[src/rtl/memmap_cfg_pkg.sv]
package memmap_cfg_pkg;
    localparam int ADDR_W   = 16;
    localparam int DATA_W   = 8;
    localparam int NIB_W    = 4;
    localparam int DLY_W    = 2;
    localparam int TICK_W   = DLY_W + 1;
    localparam int PAGE_W   = ADDR_W - NIB_W;
    localparam int REGION_W = 3;
    localparam int POS_LSB  = 4;
    localparam int STR_BIT  = 3;
    localparam int GAP_BIT  = 2;
    localparam logic [PAGE_W-1:0]   WIN_LO_OFF    = 12'hD00;
    localparam logic [REGION_W-1:0] ROM_LO_REGION = 3'd0;
    localparam logic [REGION_W-1:0] ROM_HI_REGION = 3'd6;

    typedef struct packed {
        logic [NIB_W-1:0] ee_pos;
        logic             stretch_all;
        logic [DLY_W-1:0] dly_code;
    } cfg_t;

    typedef enum logic {
        TMR_IDLE = 1'b0,
        TMR_RUN  = 1'b1
    } tmr_state_e;

    function automatic logic [DATA_W-1:0] pack_readback(input cfg_t c);
        logic [DATA_W-1:0] v;
        v = '0;
        v[DATA_W-1:POS_LSB] = c.ee_pos;
        v[STR_BIT]          = c.stretch_all;
        v[GAP_BIT]          = 1'b0;
        v[DLY_W-1:0]        = c.dly_code;
        return v;
    endfunction

    function automatic logic [TICK_W-1:0] code_to_ticks(input logic [DLY_W-1:0] code);
        return {1'b0, code} + TICK_W'(1);
    endfunction
endpackage

[src/rtl/cfg_regfile.sv]
module cfg_regfile
    import memmap_cfg_pkg::*;
(
    input  logic              clk,
    input  logic              rst,
    input  logic              wr,
    input  logic [DATA_W-1:0] wdata,
    input  logic              special,
    output cfg_t              cfg,
    output logic              locked
);
    always_ff @(posedge clk) begin
        if (rst) begin
            cfg    <= '0;
            locked <= 1'b0;
        end else if (wr) begin
            cfg.stretch_all <= wdata[STR_BIT];
            cfg.dly_code    <= wdata[DLY_W-1:0];
            if (special || !locked)
                cfg.ee_pos <= wdata[DATA_W-1:POS_LSB];
            if (!special)
                locked <= 1'b1;
        end
    end
endmodule

[src/rtl/ee_window_dec.sv]
module ee_window_dec
    import memmap_cfg_pkg::*;
(
    input  logic [ADDR_W-1:0] addr,
    input  logic [NIB_W-1:0]  page,
    output logic              sel
);
    logic page_hit;
    logic off_hit;

    always_comb begin
        page_hit = (addr[ADDR_W-1 -: NIB_W] == page);
        off_hit  = (addr[PAGE_W-1:0] >= WIN_LO_OFF);
        sel      = page_hit && off_hit;
    end
endmodule

[src/rtl/stretch_qual.sv]
module stretch_qual
    import memmap_cfg_pkg::*;
(
    input  logic [ADDR_W-1:0] addr,
    input  logic              ext,
    input  logic              rom_low,
    input  logic              stretch_all,
    input  logic              in_window,
    output logic              req
);
    logic [REGION_W-1:0] region;
    logic                ranged_hit;

    always_comb begin
        region     = addr[ADDR_W-1 -: REGION_W];
        ranged_hit = rom_low ? (region == ROM_LO_REGION)
                             : (region == ROM_HI_REGION);
        req        = ext && !in_window && (stretch_all || ranged_hit);
    end
endmodule

[src/rtl/rx_delay_timer.sv]
module rx_delay_timer
    import memmap_cfg_pkg::*;
(
    input  logic              clk,
    input  logic              rst,
    input  logic              start,
    input  logic              tick,
    input  logic [DLY_W-1:0]  code,
    output logic [TICK_W-1:0] ticks,
    output logic              done
);
    tmr_state_e        state;
    logic [TICK_W-1:0] cnt;

    assign ticks = code_to_ticks(code);

    always_ff @(posedge clk) begin
        if (rst) begin
            state <= TMR_IDLE;
            cnt   <= '0;
            done  <= 1'b0;
        end else begin
            done <= 1'b0;
            if (start) begin
                state <= TMR_RUN;
                cnt   <= ticks;
            end else if (state == TMR_RUN && tick) begin
                if (cnt == TICK_W'(1)) begin
                    state <= TMR_IDLE;
                    done  <= 1'b1;
                end else begin
                    cnt <= cnt - TICK_W'(1);
                end
            end
        end
    end
endmodule

[src/rtl/memmap_cfg_reg.sv]
module memmap_cfg_reg
    import memmap_cfg_pkg::*;
(
    input  logic              clk,
    input  logic              rst,
    input  logic              reg_wr,
    input  logic [DATA_W-1:0] reg_wdata,
    output logic [DATA_W-1:0] reg_rdata,
    input  logic              special_mode,
    input  logic              rom_at_low,
    input  logic [ADDR_W-1:0] cpu_addr,
    input  logic              ext_access,
    output logic              ee_sel,
    output logic              stretch_req,
    input  logic              dly_start,
    input  logic              slot_tick,
    output logic [DLY_W-1:0]  dly_code,
    output logic [TICK_W-1:0] dly_ticks,
    output logic              dly_done
);
    cfg_t cfg_q;
    logic lock_q;

    cfg_regfile u_regs (
        .clk     (clk),
        .rst     (rst),
        .wr      (reg_wr),
        .wdata   (reg_wdata),
        .special (special_mode),
        .cfg     (cfg_q),
        .locked  (lock_q)
    );

    ee_window_dec u_win (
        .addr (cpu_addr),
        .page (cfg_q.ee_pos),
        .sel  (ee_sel)
    );

    stretch_qual u_str (
        .addr        (cpu_addr),
        .ext         (ext_access),
        .rom_low     (rom_at_low),
        .stretch_all (cfg_q.stretch_all),
        .in_window   (ee_sel),
        .req         (stretch_req)
    );

    rx_delay_timer u_tmr (
        .clk   (clk),
        .rst   (rst),
        .start (dly_start),
        .tick  (slot_tick),
        .code  (cfg_q.dly_code),
        .ticks (dly_ticks),
        .done  (dly_done)
    );

    assign reg_rdata = pack_readback(cfg_q);
    assign dly_code  = cfg_q.dly_code;
endmodule

[config.mk]
export PLATFORM = sky130hd
export DESIGN_NAME = memmap_cfg_reg
export DESIGN_NICKNAME = d
export VERILOG_FILES = /design/src/rtl/memmap_cfg_pkg.sv /design/src/rtl/cfg_regfile.sv /design/src/rtl/ee_window_dec.sv /design/src/rtl/stretch_qual.sv /design/src/rtl/rx_delay_timer.sv /design/src/rtl/memmap_cfg_reg.sv
export SDC_FILE = /design/constraint.sdc
export NUM_CORES = 1
export LEC_CHECK = 0
export CAP_MARGIN = 0
export CELL_PAD_IN_SITES_DETAIL_PLACEMENT = 1
export CELL_PAD_IN_SITES_GLOBAL_PLACEMENT = 1
export CORE_MARGIN = 1.5
export CORE_UTILIZATION = 36
export DETAILED_ROUTE_END_ITERATION = 8
export DONT_BUFFER_PORTS = 1
export PLACE_DENSITY_LB_ADDON = 0.1
export SYNTH_ARGS = -nofsm -noshare
export SYNTH_HDL_FRONTEND = slang
export SYNTH_SLANG_ARGS = --single-unit
[constraint.sdc]
create_clock -name clk -period 1.2 [get_ports clk]
set_input_delay 0.24 -clock clk [delete_from_list [all_inputs] [get_ports clk]]
set_output_delay 0.24 -clock clk [all_outputs]
set_load 0.01 [all_outputs]
## Word-level counts from Yosys, hierarchy flattened

Cells that the tools add are included.

- Input bits: 32
- Memory bits (read-only): 0
- Latch bits: 0
- Logic and storage cells: 40
- Memories: 0
- Register bits: 13
- Output and inout bits: 16
- Bits in writable memories: 0

- Multiplexer cells: 8
- Bitwise logic cells: 2
- Order comparisons: 1
- Multiply operators: 0
- Equality and inequality tests: 4
- Div/mod/pow operators: 0
- Reductions and logical operators: 16
- Shift-type cells: 0
- Add/sub/neg operators: 2

Operators by type and width:

| kind | count |
|---|---|
| $ge A12 B12 Y1 const B | 1 |
| $mux W3 | 3 |
| $reduce_and A2 Y1 | 4 |
| $mux W1 | 5 |
| $eq A4 B4 Y1 | 1 |
| $logic_and A1 B1 Y1 | 4 |
| $reduce_bool A2 Y1 | 2 |
| $add A2 B1 Y3 const B | 1 |
| $eq A3 B1 Y1 const B | 1 |
| $eq A3 B3 Y1 const B | 1 |
| $logic_not A3 Y1 | 1 |
| $reduce_or A3 Y1 | 1 |
| $sub A3 B1 Y3 const B | 1 |
| $logic_not A1 Y1 | 2 |
| $logic_or A1 B1 Y1 | 2 |
| $ne A2 B2 Y1 const B | 1 |
| $not A1 Y1 | 2 |

## Depth between registers and ports, before layout

Gate-level depths: netlist of the first run.

- Depth in word-level cells: 5
- Gate-level depth with buffers: 5
- Gate-level depth less buffers: 5

## By module

A second synthesis of the first run with hierarchy kept.

- Cells, all modules: 79
- Area total of the unflattened synthesis: 754.5 um^2

By module, submodules not included:

| module | instances | area each (um^2) | sequential area each (um^2) | cells each |
|---|---|---|---|---|
| cfg_regfile | 1 | 337.8 | 160.2 | 32 |
| rx_delay_timer | 1 | 301.5 | 100.1 | 33 |
| ee_window_dec | 1 | 56.3 | 0.0 | 6 |
| stretch_qual | 1 | 32.5 | 0.0 | 4 |
| memmap_cfg_reg | 1 | 26.3 | 0.0 | 4 |

## Worst setup path after synthesis of the first run

OpenSTA, ideal clock, no wires.

- Path kind: register -> register
- Start point: reg u_tmr.cnt[1]
- End point: reg u_tmr.cnt[1]
- Buffers on the path: 0
- Stages on the path, launching flop included: 6
- Slack: 0.032 ns
- Period minus slack after synthesis: 1.168 ns
- Library setup time: 0.121 ns
- Required time: 1.079 ns
- Data arrival time: 1.047 ns
- Path through: dfxtp_1 > inv_1 > ha_1 > and2b_2 > nor3b_1 > o41ai_2

- Cells in the longest elaborated chain, start to end: 4
- Elaborated cells on any way between the ends: 7
- Classes of those cells: add/sub: 1; eq/ne: 2; mux: 3; reduce/logical: 1

RTL lines:

| item | line | RTL |
|---|---|---|
| start, declared | rx_delay_timer.sv:13 | `logic [TICK_W-1:0] cnt;` |
| start signal, assigned | rx_delay_timer.sv:26 | `cnt <= ticks;` |
| start signal, assigned | rx_delay_timer.sv:32 | `cnt <= cnt - TICK_W'(1);` |
| $sub A3 B1 Y3 | rx_delay_timer.sv:32 |  |
| $mux W3 | rx_delay_timer.sv:28 | `if (cnt == TICK_W'(1)) begin` |
| $mux W3 | rx_delay_timer.sv:27 | `end else if (state == TMR_RUN && tick) begin` |
| $mux W3 | rx_delay_timer.sv:24 | `if (start) begin` |

Parallel ways exist; a longest one is shown, timed or not. The select of a mux whose other input is x is not followed.
A chain may end at the register's enable or synchronous reset.

## Worst setup path in the final report of the first run

- Start point: reg u_regs.cfg[6] (netlist name)
- End point: out ee_sel

- Cells in the longest elaborated chain, start to end: 2

RTL lines:

| item | line | RTL |
|---|---|---|
| start, declared | cfg_regfile.sv:9 | `output cfg_t cfg,` |
| $eq A4 B4 Y1 | ee_window_dec.sv:12 | `page_hit = (addr[ADDR_W-1 -: NIB_W] == page);` |
| $logic_and A1 B1 Y1 | ee_window_dec.sv:14 | `sel = page_hit && off_hit;` |
| end, declared | memmap_cfg_reg.sv:13 | `output logic ee_sel,` |

Every way passes these cells.

==> impl_results.md, run 1 <==
- IO buf count: 0
- Dpl cells: between 100 and 150
- Most frequent cells in the layout: dfxtp_1, buf_4, nor2_1, a21oi_1
- Routed Antenna Nets: 0
- Max Transition Viols Final: 0
- Crit Path Category: reg2out
- Post-Route WL: about 2000 um
- Area grow syn2layout: 27.4%
- Yosys synthesis warning count: 0
- Initial antenna violation count: 0
- Final hold violation count: 0
- Vias: approximately 630
- Min Tclk post-route: roughly 1.4 ns
- First-pass GRT wire length: 2800 um
- Largest net degree at the start of global routing: 11
- Clock Tree Root: clkbuf_4
- Initial core utilization: 0.399
- CTS clk-pin slew, worst paths: approximately 0.090 ns
- Flop-to-flop setup slack: ~0.02 ns
- Die Area: about 2300 um2
- Crit-path cells: xnor2_2, and4_1
- Layout cell share with drive strength beyond 1: 0.348
- H-tree Lvls: 1
- GRT Util Overall: 0.194
- WP buf/inv: 0
- Drt first pass iters: 4
- Arr. time, crit path: approximately 1.2 ns
- Avg Inst Size Synth: roughly 8.9 um2
- Worst R2R Start: u_tmr.cnt[0]
- Pleak: roughly 0.00037 uW
- Num rows: 15
- GRT overflow: 0
- Status: finished, violations left
- Layout Nets: approximately 130
- Synth Register Bits: 13
- WP data required: about 0.96 ns
- Worst Setup Start Kind: flop
- Placer Congestion: between 0.7 and 0.8
- Most common cell after layout, fill and taps aside: dfxtp_1
- Antenna Cells: 0
- Post-synthesis sequential area ratio: 0.362
- Synth Flop Type: dfxtp_1
- Via density per instance: between 5 and 6
- CTS tree: yes
- Worst min path class: in2reg
- Hold Path Cell Cnt: 1
- Die height: about 48 um
- Clock Sinks: 13
- Post-DP HPWL: 1350 um
- RSZ-0062 raised after global routing: true
- Max-cap violations: 0
- Reg2reg end: u_tmr.cnt[2]
- Synth unique cells: 31
- CTS buffer count: 3
- Crit-path leading delay family: flip-flops
- Setup ws final: -0.199 ns
- Hold Startpoint: rst
- Chip width: 47.7 um
- Async S/R FF share, synth: 0
- FMAX: just over 700 MHz
- WL per Instance: approximately 18 um
- Worst clock skew: about 0.0087 ns
- Post-synthesis net count: 116
- EDFF count, synth: 0
- Crit end category: output pin
- CTS max path bufs: 2
- Slowest cell on the critical path: dfxtp_1
- Total core area: ~1800 um2
- I/O pin cnt: 48
- Initial drt markers: 2
- Critical Path Max Stage Delay: approximately 0.34 ns
- Clk_lat worst skew: between 0.2 and 0.3 ns
- Total chip power: just under 1000 uW
- PD cells: 1070 nW/um2
- Period Utilization, post-route: 1.17
- Vias in the first global route: approximately 650
- Worst Reg2Reg Path Length in Cells: 5
- Count of final setup violators: 2
- Mapped Area: between 700 and 800 um2
- Worst-path maximum fanout: 2
- # DRC: 0
- Layout Cells excl Fill: 114
- Worst min-delay path endpoint: u_regs.cfg[0]
- Failing checks: negative setup slack
- Post-Syn Instances: about 80
- Peak supply drop: 0.706 mV
## power by group
group	total, uW	internal, uW	switching, uW	leakage, uW
combinational	212	109	103	0.000242
clock	282	124	157	0.0000177
sequential	489	460	29.5	0.000109
total	983	693	290	0.000369
## worst max path at each step
stage	end	from	cells past startpoint	slack, ns
final	ee_sel	u_regs.cfg[6]	2	-0.20
after global routing	ee_sel	u_regs.cfg[6]	2	-0.25
after CTS	ee_sel	u_regs.cfg[4]	3	-0.22
after detailed placement	u_tmr.cnt[1]	u_tmr.cnt[1]	5	-0.06
after global placement	u_tmr.cnt[1]	u_tmr.cnt[1]	5	-0.04
after floorplan	u_tmr.cnt[1]	u_tmr.cnt[1]	5	0.03
## stage by stage
stage                     hold slack, ns   util  worst slack (ns)  setup TNS (ns)  cell area, um2
after CTS                      0.0000289  0.464            -0.222          -0.332             836
after floorplan                    0.318      -            0.0319               0             718
after global routing             0.00550  0.508            -0.252          -0.529             915
after global placement             0.312  0.423           -0.0364         -0.0364             762
after detailed placement           0.314  0.423           -0.0566         -0.0566             762
final                             0.0141  0.508            -0.199          -0.364             915
## area by class of cell
class | count | area [um2]
multi-input combinational | 55 | 479
sequential | 13 | 268
fill | 214 | 887
clock inverter | 1 | 5.00
clock buffer | 3 | 22.5
tap | 25 | 31.3
timing repair buffer | 10 | 80.1
inverter | 7 | 28.8
## sequential cells by signal (all words and copies together) (netlist names)
register	flops
u_regs.cfg	7
u_regs.locked	1
u_tmr.cnt	3
u_tmr.done	1
u_tmr.state	1
## timing repair
action / CTS / global route
cloned: 0 / 0
pin swaps: 4 / 5
hold endpoints to repair: 5 / 4
gates resized for setup: 6 / 14
hold buffers: 1 / 1
buffers inserted: 0 / 1
endpoints found under the setup margin: 5 / 6
## synthesized netlist by cell type, types with 2 or more instances
master / n / area [um2]
mux2i_1: 4 / 40.0
inv_1: 7 / 26.3
a31oi_1: 2 / 12.5
nand3b_1: 5 / 37.5
buf_4: 4 / 30.0
xnor2_1: 3 / 26.3
o21ai_0: 5 / 25.0
ha_1: 3 / 37.5
dfxtp_1: 13 / 260
a21oi_1: 7 / 35.0
buf_2: 2 / 10.0
nor2_1: 7 / 26.3
## per-layer routing
layer | part of all wire | wire (um) | vias to the layer above | track usage
met5 | 0 | 0 | - | 0
met4 | 0.020 | 40 | 0 | 0.119
met3 | 0.066 | 132 | 4 | 0.0943
met2 | 0.49 | 987 | 24 | 0.327
met1 | 0.42 | 838 | 297 | 0.191
li1 | - | - | 300 | -
## cells by family after synthesis
| group | count (synthesis) | synth area share |
|---|---|---|
| other | 1 | 0.00522 |
| and+or+nand+nor | 23 | 0.204 |
| AOI/OAI and AO/OA | 20 | 0.179 |
| xor gates and xnor gates | 4 | 0.0488 |
| muxes | 4 | 0.0558 |
| DFF | 13 | 0.362 |
| buffers and inverters | 13 | 0.0923 |
| adders and majority gates | 3 | 0.0523 |
Power figures use the tool's default switching activity.
==> inputs of run 2 (changes only) <==
Settings changed: BUFFER_PORTS_ARGS set to -buffer_cell sky130_fd_sc_hd__clkbuf_2, CORE_UTILIZATION 36 to 25, CTS_BUF_LIST set to sky130_fd_sc_hd__clkbuf_4 sky130_fd_sc_hd__clkbuf_8 sky130_fd_sc_hd__clkbuf_16, DONT_BUFFER_PORTS 1 to not set, PLACE_DENSITY set to 0.76, PLACE_DENSITY_LB_ADDON 0.1 to not set.
==> run 2 against run 1 <==
  * The run still ends with negative setup slack left
  * Cell area is 17% higher
  * First-iteration DRC count grew to 4.5 times the previous value
  * Clock skew is 0.0048 ns lower
  * Critical path type unchanged
  * Global-route usage is 5.6 points lower
  * Non-clock buffer count is 34 higher
  * Via count is 20% higher
  * Hold slack better by 0.19 ns
  * Wire length is 4.6% higher
  * Power is 5.8% higher
  * Worst setup slack worse by 0.029 ns
  * Die area is 41% higher
  * Core utilization is 12 points lower
==> impl_results.md, run 2 (synthesis results as in run 1) <==
- Largest Register: u_regs.cfg (unchanged)
- Initial drt markers: 9 (was 2)
- GRT Util Overall: 0.138 (was 0.194)
- Antenna Cells: 0 (unchanged)
- Layout Nets: 159 (was 125)
- Peak supply drop: 0.571 mV (was 0.706 mV)
- Count of final setup violators: 3 (was 2)
- Worst Setup Start Kind: flop (unchanged)
- Fill cells: 350 (was 214)
- Critical path endpoint: ee_sel (unchanged)
- Die Area: 3200 um2 (was 2270 um2)
- Vias in the first global route: 817 (was 649)
- Psw: 291 uW (was 290 uW)
- # DRC: 0 (unchanged)
- Most frequent cells in the layout: clkbuf_2, a21oi_1, dfxtp_1 (was dfxtp_1, buf_4, nor2_1, a21oi_1)
- Sequential Power Share: 0.465 (was 0.497)
- Sequential standard cell area: 273 um2 (was 268 um2)
- Placer Congestion: 0.797 (was 0.796)
- Hold Startpoint: reg_wdata[3] (was rst)
- Largest net degree at the start of global routing: 15 (was 11)
- Period Utilization, post-route: 1.19 (was 1.17)
- Arr. time, crit path: 1.19 ns (was 1.16 ns)
- CTS buffer count: 3 (unchanged)
- CTS max path bufs: 2 (unchanged)
- WP data required: 0.96 ns (about the same)
- Clock Sinks: 13 (unchanged)
- WL per Instance: 13.6 um (was 17.5 um)
- Hold Slack: 0.202 ns (was 0.0141 ns)
- Total core area: 2730 um2 (was 1800 um2)
- Crit Path Category: reg2out (unchanged)
- Crit end category: output pin (unchanged)
- Crit-path cells: xor2_2, nor2_2, and4_1, buf_2 (was xnor2_2, and4_1)
- Num rows: 19 (was 15)
- First-pass GRT wire length: 3390 um (was 2800 um)
- Worst clock skew: 0.00396 ns (was 0.00871 ns)
- CTS tree: yes (unchanged)
- CTS Hold Bufs: 0 (was 1)
- Sw Share: 0.280 (was 0.295)
- Flop-to-flop setup slack: 0.05 ns (was 0.02 ns)
- Clk_lat worst skew: 0.27 ns (was 0.29 ns)
- Layout cell share with drive strength beyond 1: 0.569 (was 0.348)
- Min Tclk post-route: 1.43 ns (was 1.40 ns)
- Flip-flop count of the largest register after layout: 7 (unchanged)
- Via density per instance: 4.86 (was 5.48)
- Max Transition Viols Final: 0 (unchanged)
- Worst min path class: in2reg (unchanged)
- Final core utilization: 0.392 (was 0.508)
- Internal power: 749 uW (was 693 uW)
- Status: finished, violations left (unchanged)
- IO buf count: 37 (was 0)
- Comb pwr share: 0.258 (was 0.216)
- Setup ws final: -0.228 ns (was -0.199 ns)
- Most common cell after layout, fill and taps aside: clkbuf_2 (was dfxtp_1)
- Area grow syn2layout: 49.1% (was 27.4%)
- Initial core utilization: 0.263 (was 0.399)
- Die height: 56.6 um (was 47.7 um)
- Pleak: 0.000498 uW (was 0.000369 uW)
- CTS clk-pin slew, worst paths: 0.08 ns (was 0.09 ns)
- Initial antenna violation count: 0 (unchanged)
- Routed Antenna Nets: 0 (unchanged)
- RSZ-0062 raised after global routing: true (unchanged)
- Worst Reg2Reg Path Length in Cells: 5 (unchanged)
- Worst-path maximum fanout: 2 (unchanged)
- Area of the multi-input gates: 455 um2 (was 479 um2)
- PD cells: 971 nW/um2 (was 1070 nW/um2)
- Final hold violation count: 0 (unchanged)
- Max-cap violations: 0 (unchanged)
- Drt first pass iters: 4 (unchanged)
- GRT overflow: 0 (unchanged)
- Vias: 748 (was 625)
- Post-Route WL: 2090 um (was 2000 um)
- Worst R2R Start: u_tmr.cnt[1] (was u_tmr.cnt[0])
- FMAX: 701 MHz (was 715 MHz)
- I/O pin cnt: 48 (unchanged)
- Reg2reg end: u_tmr.cnt[1] (was u_tmr.cnt[2])
- Chip width: 56.6 um (was 47.7 um)
- Failing checks: negative setup slack (unchanged)
- Critical Path Max Stage Delay: 0.34 ns (about the same)
- Clock power frac: 0.276 (was 0.286)
- H-tree Lvls: 1 (unchanged)
- Worst setup startpoint: u_regs.cfg[4] (was u_regs.cfg[6])
- Total chip power: 1040 uW (was 983 uW)
- Largest regs: u_regs.cfg (7), u_tmr.cnt (3) (unchanged)
- Clock Tree Root: clkbuf_4 (unchanged)
- Slowest cell on the critical path: dfxtp_2 (was dfxtp_1)
## run 2: changes by cell type in the layout (fill, tap and decap cells not counted), moves of 2 or more
| cell | before | now |
|---|---|---|
| clkbuf_2 | 0 | 33 |
| buf_2 | 0 | 3 |
| buf_4 | 8 | 6 |
| buf_6 | 0 | 2 |
| dfxtp_1 | 9 | 7 |
| dlygate4sd3_1 | 2 | 0 |
| xnor2_1 | 0 | 2 |
| xnor2_2 | 3 | 1 |
## run 2: final cells by class
cell class | count | share of cell area
clock buffers | 4 | 0.0280
inverters | 7 | 0.0245
multi-input cells | 55 | 0.425
flip-flops and latches | 13 | 0.255
well taps | 31 | 0.0362
repair buffers | 44 | 0.231
## run 2: per-stage QoR
step | TNS [ns] | instance area, um2 | setup WS, ns | instances
2_1_floorplan | 0 | 718 | 0.0319 | 81
3_3_place_gp | -0.185 | 947 | -0.0913 | 149
3_5_place_dp | -0.375 | 947 | -0.161 | 149
4_1_cts | -0.596 | 1020 | -0.294 | 155
5_1_grt | -0.622 | 1070 | -0.283 | 154
6_report | -0.468 | 1070 | -0.228 | 154
## run 2: timing repair
action,CTS,global route
setup buffers,2,0
gates resized for setup,8,19
setup endpoints to repair,7,6
pin swaps,6,3
## run 2: worst min path at each step
| stage | cells after the start | end |
|---|---|---|
| global route | 3 | u_regs.cfg[3] |
| floorplan | 1 | u_tmr.done |
| global placement | 2 | u_regs.locked |
| detailed placement | 2 | u_regs.locked |
| finish | 3 | u_regs.cfg[2] |
| CTS | 3 | u_regs.cfg[2] |
## run 2: power groups by stage
| stage | logic (uW) | registers, uW | clock network (uW) |
|---|---|---|---|
| 5_1_grt | 300 | 489 | 318 |
| 6_report | 269 | 484 | 287 |
| 4_1_cts | 250 | 481 | 303 |
| 3_5_place_dp | 235 | 490 | 0 |
| 3_3_place_gp | 221 | 488 | 0 |
| 2_1_floorplan | 128 | 492 | 0 |
## run 2: critical path, delay by kind of cell (launching register included)
| kind | cells | cell delay, ns |
|---|---|---|
| xor gates and xnor gates | 1 | 0.15 |
| buffers and inverters | 1 | 0.12 |
| DFF | 1 | 0.34 |
| and+or+nand+nor | 2 | 0.29 |
## run 2: layer usage
layer	GRT usage	vias up	wire length [um]
li1	-	364	-
met1	0.131	340	754
met2	0.276	39	1140
met3	0.0300	5	161
met4	0.0612	0	37
met5	0	-	0
==> inputs of run 3 (changes only) <==
Clock period 1.2 ns to 1.24 ns, I/O delays scaled along.
==> run 3 against run 2 <==
  * The run still ends with negative setup slack left
  * Core utilization decreased by 1.9 points
  * Clock-buffer cell count unchanged
  * First-iteration DRC count increased by 33%
  * Worst setup slack improved by 0.021 ns
  * Largest cell class unchanged
  * Highest routed layer unchanged
==> impl_results.md, run 3 (synthesis results as in run 1) <==
- Placer Congestion: 0.807 (was 0.797)
- Failing checks: negative setup slack (unchanged)
- Post-DP HPWL: 1600 um
- Worst min path class: in2reg (unchanged)
- RSZ-0062 raised after global routing: true (unchanged)
- Period Utilization, post-route: 1.17
- Vias: 746 (was 748)
- Num rows: 19 (unchanged)
- # DRC: 0 (unchanged)
- Layout cell share with drive strength beyond 1: 0.475 (was 0.569)
- Fill cells: 338 (was 350)
- Pre-CTS setup slack: -0.145 ns (was -0.161 ns)
- Initial antenna violation count: 0 (unchanged)
- Area of the multi-input gates: 417 um2 (was 455 um2)
- Status: finished, violations left (unchanged)
- Post-Route WL: 2020 um (was 2090 um)
- Pleak: 0.000491 uW (was 0.000498 uW)
- GRT overflow: 0 (unchanged)
- Flip-flop count of the largest register after layout: 7 (unchanged)
- Worst-path maximum fanout: 2 (unchanged)
- Initial drt markers: 12 (was 9)
- Setup ws final: -0.206 ns (was -0.228 ns)
- Die Area: 3200 um2 (unchanged)
- Antenna Cells: 0 (unchanged)
- FMAX: 691 MHz
- Crit end category: output pin (unchanged)
- Clock Sinks: 13 (unchanged)
- CTS buffer count: 3 (unchanged)
- WP data required: 0.99 ns (was 0.96 ns)
- Total core area: 2730 um2 (unchanged)
- IO buf count: 37 (unchanged)
- Final hold violation count: 0 (unchanged)
- Largest regs: u_regs.cfg (7), u_tmr.cnt (3) (unchanged)
- Count of final setup violators: 3 (unchanged)
- Routed Antenna Nets: 0 (unchanged)
- Crit Path Category: reg2out (unchanged)
- Critical Path Max Stage Delay: 0.33 ns (was 0.34 ns)
- Layout Cells excl Fill: 153 (was 154)
- Most common cell after layout, fill and taps aside: clkbuf_2 (unchanged)
- First-pass GRT wire length: 3480 um (was 3390 um)
- Max-cap violations: 0 (unchanged)
- Chip width: 56.6 um (unchanged)
- Area grow syn2layout: 41.8% (was 49.1%)
- Clock Tree Root: clkbuf_4 (unchanged)
- PD cells: 970 nW/um2 (was 971 nW/um2)
- Layout Nets: 158 (was 159)
- CTS clk-pin slew, worst paths: 0.08 ns (about the same)
- GRT Util Overall: 0.140 (was 0.138)
- CTS Hold Bufs: 0 (unchanged)
- Min Tclk post-route: approximately 1.4 ns
- CTS max path bufs: 2 (unchanged)
- Drt first pass iters: 3 (was 4)
- Die height: 56.6 um (unchanged)
- H-tree Lvls: 1 (unchanged)
- Peak supply drop: 0.458 mV (was 0.571 mV)
- I/O pin cnt: 48 (unchanged)
- Slowest cell on the critical path: dfxtp_2 (unchanged)
- Sequential standard cell area: 270 um2 (was 273 um2)
- WP buf/inv: 1 (unchanged)
- Max Transition Viols Final: 0 (unchanged)
- Vias in the first global route: 818 (was 817)
- Worst clock skew: 0.000805 ns (was 0.00396 ns)
- Clk_lat worst skew: 0.28 ns (was 0.27 ns)
- Most frequent cells in the layout: clkbuf_2, dfxtp_1, inv_1, nor2_1, a21oi_1 (was clkbuf_2, a21oi_1, dfxtp_1)
- Largest net degree at the start of global routing: 15 (unchanged)
- Crit-path leading delay family: flip-flops (unchanged)
- WL per Instance: 13.2 um (was 13.6 um)
- CTS tree: yes (unchanged)
- Arr. time, crit path: 1.20 ns (was 1.19 ns)
- Crit-path cells: xor2_1, nor2_1, and4_1, buf_2 (was xor2_2, nor2_2, and4_1, buf_2)
- Largest Register: u_regs.cfg (unchanged)
- Via density per instance: 4.88 (was 4.86)
- Initial core utilization: 0.263 (unchanged)
- Worst Setup Start Kind: flop (unchanged)
- Dpl cells: 147 (was 149)
[run 3: cell types whose count changed in the layout (fill, tap and decap cells not counted), moves of 2 or more]
cell     change
dfxtp_2      -2
inv_2        -2
dfxtp_1      +2
inv_1        +2
[run 3: tightest hold or removal path, stage by stage]
cell and delay (ns):
clkbuf_2 0.08, nand3b_1 0.07, a21oi_1 0.05
[run 3: metrics by stage]
| step | util | TNS [ns] | total power [uW] | hold WS [ns] | instance area, um2 |
|---|---|---|---|---|---|
| final | 0.373 | -0.404 | 988 | 0.217 | 1020 |
| after global routing | 0.373 | -0.645 | 1060 | 0.217 | 1020 |
| after CTS | 0.367 | -0.492 | 996 | 0.204 | 1000 |
| after detailed placement | 0.341 | -0.266 | 692 | 0.461 | 932 |
| after global placement | 0.341 | -0.108 | 679 | 0.445 | 932 |
| after floorplan | - | 0 | 600 | 0.326 | 718 |
[run 3: worst paths after layout]
path,from,endpoint,slack (ns),cells after the start
max,u_regs.cfg[4],ee_sel,-0.21,4
max reg2reg,u_tmr.cnt[1],u_tmr.cnt[1],0.07,5
min reg2reg,u_regs.locked,u_regs.locked,0.47,2
min,reg_wdata[5],u_regs.cfg[4],0.22,3
[run 3: power by group]
part           switching [uW]  leakage, uW  internal (uW)
combinational             116     0.000364            122
sequential               21.6     0.000109            443
clock                     139    0.0000184            147
total                     276     0.000491            712
[run 3: final cells by class]
type / instances / area share
Timing Repair Buffer: 43 / 0.232
Clock buffer: 4 / 0.0295
Sequential cell: 13 / 0.265
Multi-Input combinational cell: 55 / 0.409
Inverter: 7 / 0.0258
Tap cell: 31 / 0.0381
[run 3: metal layers]
layer	vias up	wire, um	global-route usage
met3	4	168	0.0300
met4	0	31	0.0714
met2	35	1090	0.267
met5	-	0	0
met1	343	726	0.138
li1	364	-	-
[run 3: timing repair]
item	CTS	global route
gates resized for setup	7	7
setup endpoints to repair	5	6
pin swaps	3	2
gates cloned	0	0
setup buffers	2	0
